`src/rtl/msi_pkg.sv`:
```
package msi_pkg;

    typedef enum logic [1:0] {
        LN_INV = 2'd0,
        LN_SHR = 2'd1,
        LN_MOD = 2'd2
    } line_e;

    typedef enum logic [1:0] {
        BC_NONE   = 2'd0,
        BC_RDMISS = 2'd1,
        BC_WRMISS = 2'd2,
        BC_INVAL  = 2'd3
    } buscmd_e;

    typedef enum logic [1:0] {
        SQ_IDLE = 2'd0,
        SQ_ARB  = 2'd1,
        SQ_HOLD = 2'd2
    } seq_e;

endpackage

```
`src/rtl/msi_snoop_react.sv`:
```
module msi_snoop_react
    import msi_pkg::*;
(
    input  line_e   cur,
    input  logic    snp_valid,
    input  logic    snp_hit,
    input  buscmd_e snp_cmd,
    output logic    snp_seen,
    output line_e   snp_next,
    output logic    snp_flush
);
    always_comb begin
        snp_seen  = snp_valid && snp_hit;
        snp_next  = cur;
        snp_flush = 1'b0;
        if (snp_seen && snp_cmd != BC_NONE) begin
            unique case (cur)
                LN_MOD: begin
                    snp_flush = 1'b1;
                    snp_next  = (snp_cmd == BC_RDMISS) ? LN_SHR : LN_INV;
                end
                LN_SHR: begin
                    if (snp_cmd != BC_RDMISS) snp_next = LN_INV;
                end
                default: snp_next = cur;
            endcase
        end
    end
endmodule

```
`src/rtl/msi_req_decode.sv`:
```
module msi_req_decode
    import msi_pkg::*;
(
    input  line_e   cur,
    input  logic    is_write,
    input  logic    tag_hit,
    output logic    local_done,
    output buscmd_e need_cmd,
    output logic    victim
);
    logic present;

    always_comb begin
        present    = tag_hit && (cur != LN_INV);
        local_done = 1'b0;
        need_cmd   = BC_NONE;
        victim     = 1'b0;
        if (present && (!is_write || cur == LN_MOD)) begin
            local_done = 1'b1;
        end else if (present) begin
            need_cmd = BC_INVAL;
        end else begin
            need_cmd = is_write ? BC_WRMISS : BC_RDMISS;
            victim   = !tag_hit && (cur == LN_MOD);
        end
    end
endmodule

```
`src/rtl/msi_line_ctrl.sv`:
```
module msi_line_ctrl
    import msi_pkg::*;
(
    input  logic       clk,
    input  logic       rst_n,
    input  logic       cpu_valid,
    input  logic       cpu_write,
    input  logic       cpu_hit,
    output logic       cpu_ready,
    output logic       bus_req,
    input  logic       bus_gnt,
    output logic [1:0] bus_cmd,
    input  logic       bus_ack,
    input  logic       snp_valid,
    input  logic [1:0] snp_cmd,
    input  logic       snp_hit,
    output logic       flush_req,
    output logic [1:0] line_state
);
    seq_e    seq_q, seq_nx;
    line_e   line_q, line_nx;
    buscmd_e cmd_q, cmd_nx;
    logic    flush_q, flush_nx;
    logic    wr_q, hit_q, lat_en;
    logic    dec_wr, dec_hit;
    logic    dec_local, dec_victim;
    buscmd_e dec_cmd;
    logic    snp_seen, snp_flush;
    line_e   snp_next;

    assign dec_wr  = (seq_q == SQ_IDLE) ? cpu_write : wr_q;
    assign dec_hit = (seq_q == SQ_IDLE) ? cpu_hit   : hit_q;

    msi_req_decode u_dec (
        .cur        (line_q),
        .is_write   (dec_wr),
        .tag_hit    (dec_hit),
        .local_done (dec_local),
        .need_cmd   (dec_cmd),
        .victim     (dec_victim)
    );

    msi_snoop_react u_snp (
        .cur       (line_q),
        .snp_valid (snp_valid),
        .snp_hit   (snp_hit),
        .snp_cmd   (buscmd_e'(snp_cmd)),
        .snp_seen  (snp_seen),
        .snp_next  (snp_next),
        .snp_flush (snp_flush)
    );

    // state register
    always_ff @(posedge clk) begin
        if (!rst_n) begin
            seq_q   <= SQ_IDLE;
            line_q  <= LN_INV;
            cmd_q   <= BC_NONE;
            flush_q <= 1'b0;
            wr_q    <= 1'b0;
            hit_q   <= 1'b0;
        end else begin
            seq_q   <= seq_nx;
            line_q  <= line_nx;
            cmd_q   <= cmd_nx;
            flush_q <= flush_nx;
            if (lat_en) begin
                wr_q  <= cpu_write;
                hit_q <= cpu_hit;
            end
        end
    end

    // next state and outputs
    always_comb begin
        seq_nx    = seq_q;
        line_nx   = snp_next;
        cmd_nx    = cmd_q;
        flush_nx  = snp_flush;
        lat_en    = 1'b0;
        cpu_ready = 1'b0;
        bus_req   = 1'b0;
        bus_cmd   = BC_NONE;
        unique case (seq_q)
            SQ_IDLE: begin
                if (cpu_valid && !snp_seen) begin
                    if (dec_local) begin
                        cpu_ready = 1'b1;
                    end else begin
                        lat_en = 1'b1;
                        seq_nx = SQ_ARB;
                    end
                end
            end
            SQ_ARB: begin
                bus_req = 1'b1;
                if (bus_gnt) begin
                    cmd_nx   = dec_cmd;
                    flush_nx = snp_flush || dec_victim;
                    seq_nx   = SQ_HOLD;
                end
            end
            SQ_HOLD: begin
                bus_req = 1'b1;
                bus_cmd = cmd_q;
                if (bus_ack) begin
                    cpu_ready = 1'b1;
                    line_nx   = (cmd_q == BC_RDMISS) ? LN_SHR : LN_MOD;
                    cmd_nx    = BC_NONE;
                    seq_nx    = SQ_IDLE;
                end
            end
            default: seq_nx = SQ_IDLE;
        endcase
    end

    assign flush_req  = flush_q;
    assign line_state = line_q;

endmodule

```
`config.mk`:
```
export PLATFORM = sky130hd
export DESIGN_NAME = msi_line_ctrl
export DESIGN_NICKNAME = d
export VERILOG_FILES = /design/src/rtl/msi_pkg.sv /design/src/rtl/msi_snoop_react.sv /design/src/rtl/msi_req_decode.sv /design/src/rtl/msi_line_ctrl.sv
export SDC_FILE = /design/constraint.sdc
export NUM_CORES = 1
export LEC_CHECK = 0
export BUFFER_PORTS_ARGS = -buffer_cell sky130_fd_sc_hd__buf_4
export CORE_AREA = 2 2 39 41
export DETAILED_ROUTE_END_ITERATION = 8
export DIE_AREA = 0 0 41 43
export GPL_TIMING_DRIVEN = 0
export PLACE_DENSITY = 0.83
export SLEW_MARGIN = 5
export SYNTH_ARGS = -nofsm -noshare
export SYNTH_HDL_FRONTEND = slang
export SYNTH_SLANG_ARGS = --single-unit
```
`constraint.sdc`:
```
create_clock -name clk -period 5.19 [get_ports clk]
set_input_delay 0.7785 -clock clk [delete_from_list [all_inputs] [get_ports clk]]
set_output_delay 0.7785 -clock clk [all_outputs]
set_load 0.005 [all_outputs]
```
==> qor.txt <==
Count of flip-flops with a built-in enable after synthesis -> 0
Post-Syn Area -> 663 um^2
Core footprint -> 0.00138 mm^2
Die width -> 41 um
Syn_nets -> 100
# clock sinks -> 9
Tmin final -> 2780 ps
Max-slew violation count -> 0
Most numerous cell on the critical path -> inv_1
Starting DRT DRC Count -> 3
Worst Path Arrival -> 2000 ps
PostCTS Resize Cnt -> 0
Post-route ant nets -> 0
Final Non-Filler Cells -> 118
Total global-route track usage -> 0.187
Distinct cell type count of the synthesized netlist -> 31
PwrDens -> 224 mW/mm^2
Max Fclk -> 360 MHz
PortBufs -> 17
Hold Slack -> 477 ps
Detailed Routing Iterations Pass 1 -> 4
# hold bufs at CTS -> 0
Multiplexer share of the synthesized area -> 0.0755
Worst skew pair latency -> 260 ps
Clock-pin slew on the worst setup and hold paths -> 60 ps
Num ports -> 18
Setup_tns -> 0 ps
Die area -> 0.00176 mm^2
Most common cell after layout, fill and taps aside -> buf_4
Status -> finished clean
Seq/Total Area, Yosys -> 0.272
First-pass GRT wire length -> 2.24 mm
Via Count -> 621
Vias in the first global route -> 555
Total power -> 187 uW
# DRC -> 0
RSZ-0062 raised after global routing -> false
Syn Inst Count -> 81
Nets -> 122
Syn-to-layout area delta -> 26.2%
Critical path, cell by cell -> inv_1 > ha_1 > mux2_4 > a211oi_4 > inv_1 > o21ai_0 > buf_4
Peak VDD IR -> 135 uV
Complex-gate fraction of the synthesized area -> 0.272
Post-layout instance area -> 837 um^2
Hold Violations, Final -> 0
Largest family of logic cells by synthesized area -> compound AO/OA/AOI/OAI gates
Syn_area_per_cell -> 8.19 um^2
YS warnings -> 0
Total grt overflow -> 0
Post-Synth XOR/XNOR Area -> 0
TritonCTS Buffers -> 3
Commonest non-fill, non-tap cells in the layout -> buf_4 (17), inv_1 (12), nand2_1 (9), dfxtp_1 (9), ha_1 (8)
DP HPWL -> 1.13 mm
P_leak -> 0.370 nW
Critical Path Source Type -> register
Final core utilization -> 0.605
Root Buffer -> clkbuf_4
Area post-placement -> 811 um^2
Largest stage delay, worst path -> 370 ps
N_diodes -> 0
Main synth FF type -> dfxtp_1
Setup Fix Bufs, Post-CTS -> 0
Initial core utilization -> 0.479
Max-cap violations -> 0
Worst-path fanout max -> 5
Seq cells post-synth -> 9
WL final -> 1.42 mm
CP max-delay cell -> dfxtp_1
Final GP Congestion -> 0.736
Slew HR -> 0.710
WP data required -> 4410 ps
Die Y-Extent -> 43 um
HP Class -> reg -> reg
Simple-gate share of the synthesized area -> 0.157
CTS tree -> built
Avg Vias per Cell -> 5.26
Final worst path period share -> 0.536
Final setup fails -> 0
Largest net degree at the start of global routing -> 11
Synthesized-area fraction occupied by adder cells -> 0.151
Setup crit end kind -> output pin
Initial antenna violation count -> 0
Wirelength per Cell -> 12.0 um
Share of cells above drive strength 1 -> 0.235
Placed Cells -> 114
Critical path class -> reg -> out
Cell Rows -> 14
CTS H-tree lvls -> 1
Clk_skew -> 2.67 ps
Maximum clock path buffer count -> 2
Final setup margin -> 2410 ps
Pre-CTS WS -> 2610 ps
Worst-margin pin slew -> 435 ps
Fraction of registers with async set/reset -> 0
## synthesized netlist by cell type, types with 2 or more instances
| master | n | area share |
|---|---|---|
| inv_1 | 12 | 0.068 |
| dfxtp_1 | 9 | 0.27 |
| nand2_1 | 9 | 0.051 |
| ha_1 | 8 | 0.15 |
| o21ai_0 | 6 | 0.045 |
| a21oi_1 | 4 | 0.030 |
| nand3_1 | 3 | 0.023 |
| nor2_1 | 3 | 0.017 |
| a21boi_0 | 2 | 0.023 |
| a21o_1 | 2 | 0.023 |
| nor4_1 | 2 | 0.019 |
| o211ai_1 | 2 | 0.023 |
## final timing paths
path              startpoint   endpoint  slack (ps)  cells past startpoint
hold / removal          wr_q       wr_q         480                      2
hold reg to reg         wr_q       wr_q         480                      2
setup / recovery    seq_q[0]  cpu_ready        2410                      7
setup reg to reg    seq_q[0]   seq_q[0]        3360                      6
## routing by layer
metal  vias up  wire length (um)  track usage
met1       280               600        0.210
met4         0                 0       0.0400
li1        326                 -            -
met2        15               744        0.322
met5         -                 0            0
met3         0                76       0.0628
## cells by family (layout without fill, tap and decap cells)
kind of cell,after synthesis,in the layout
DFF,9,9
AOI/OAI and AO/OA,25,25
muxes,4,4
adders and majority gates,8,8
buffers and inverters,13,34
and+or+nand+nor,22,22
## area by class of cell
| type | instances | area, um^2 |
|---|---|---|
| buffer | 1 | 3.75 |
| clock buffer | 4 | 26.3 |
| multi-input combinational | 59 | 434 |
| tap | 16 | 20.0 |
| fill | 129 | 547 |
| timing repair buffer | 17 | 128 |
| inverter | 12 | 45.0 |
| sequential | 9 | 180 |
## state kept, by name (all words and copies together) (netlist names)
name and count:
hit_q 1, seq_q 2, wr_q 1, flush_req 1, line_state 2, cmd_q 2
## where the power goes
group          internal [mW]  switching, mW
Combinational         0.0259         0.0293
Clock                 0.0297         0.0250
Sequential            0.0738        0.00358
Total                  0.129         0.0578
## worst max-delay path: cells and delay by family, from the launching register on
kind,cells,cell delay [ps]
AOI/OAI and AO/OA,2,440
DFF,1,370
muxes,1,350
adders and majority gates,1,290
buffers and inverters,3,280
Power figures use the tool's default switching activity.
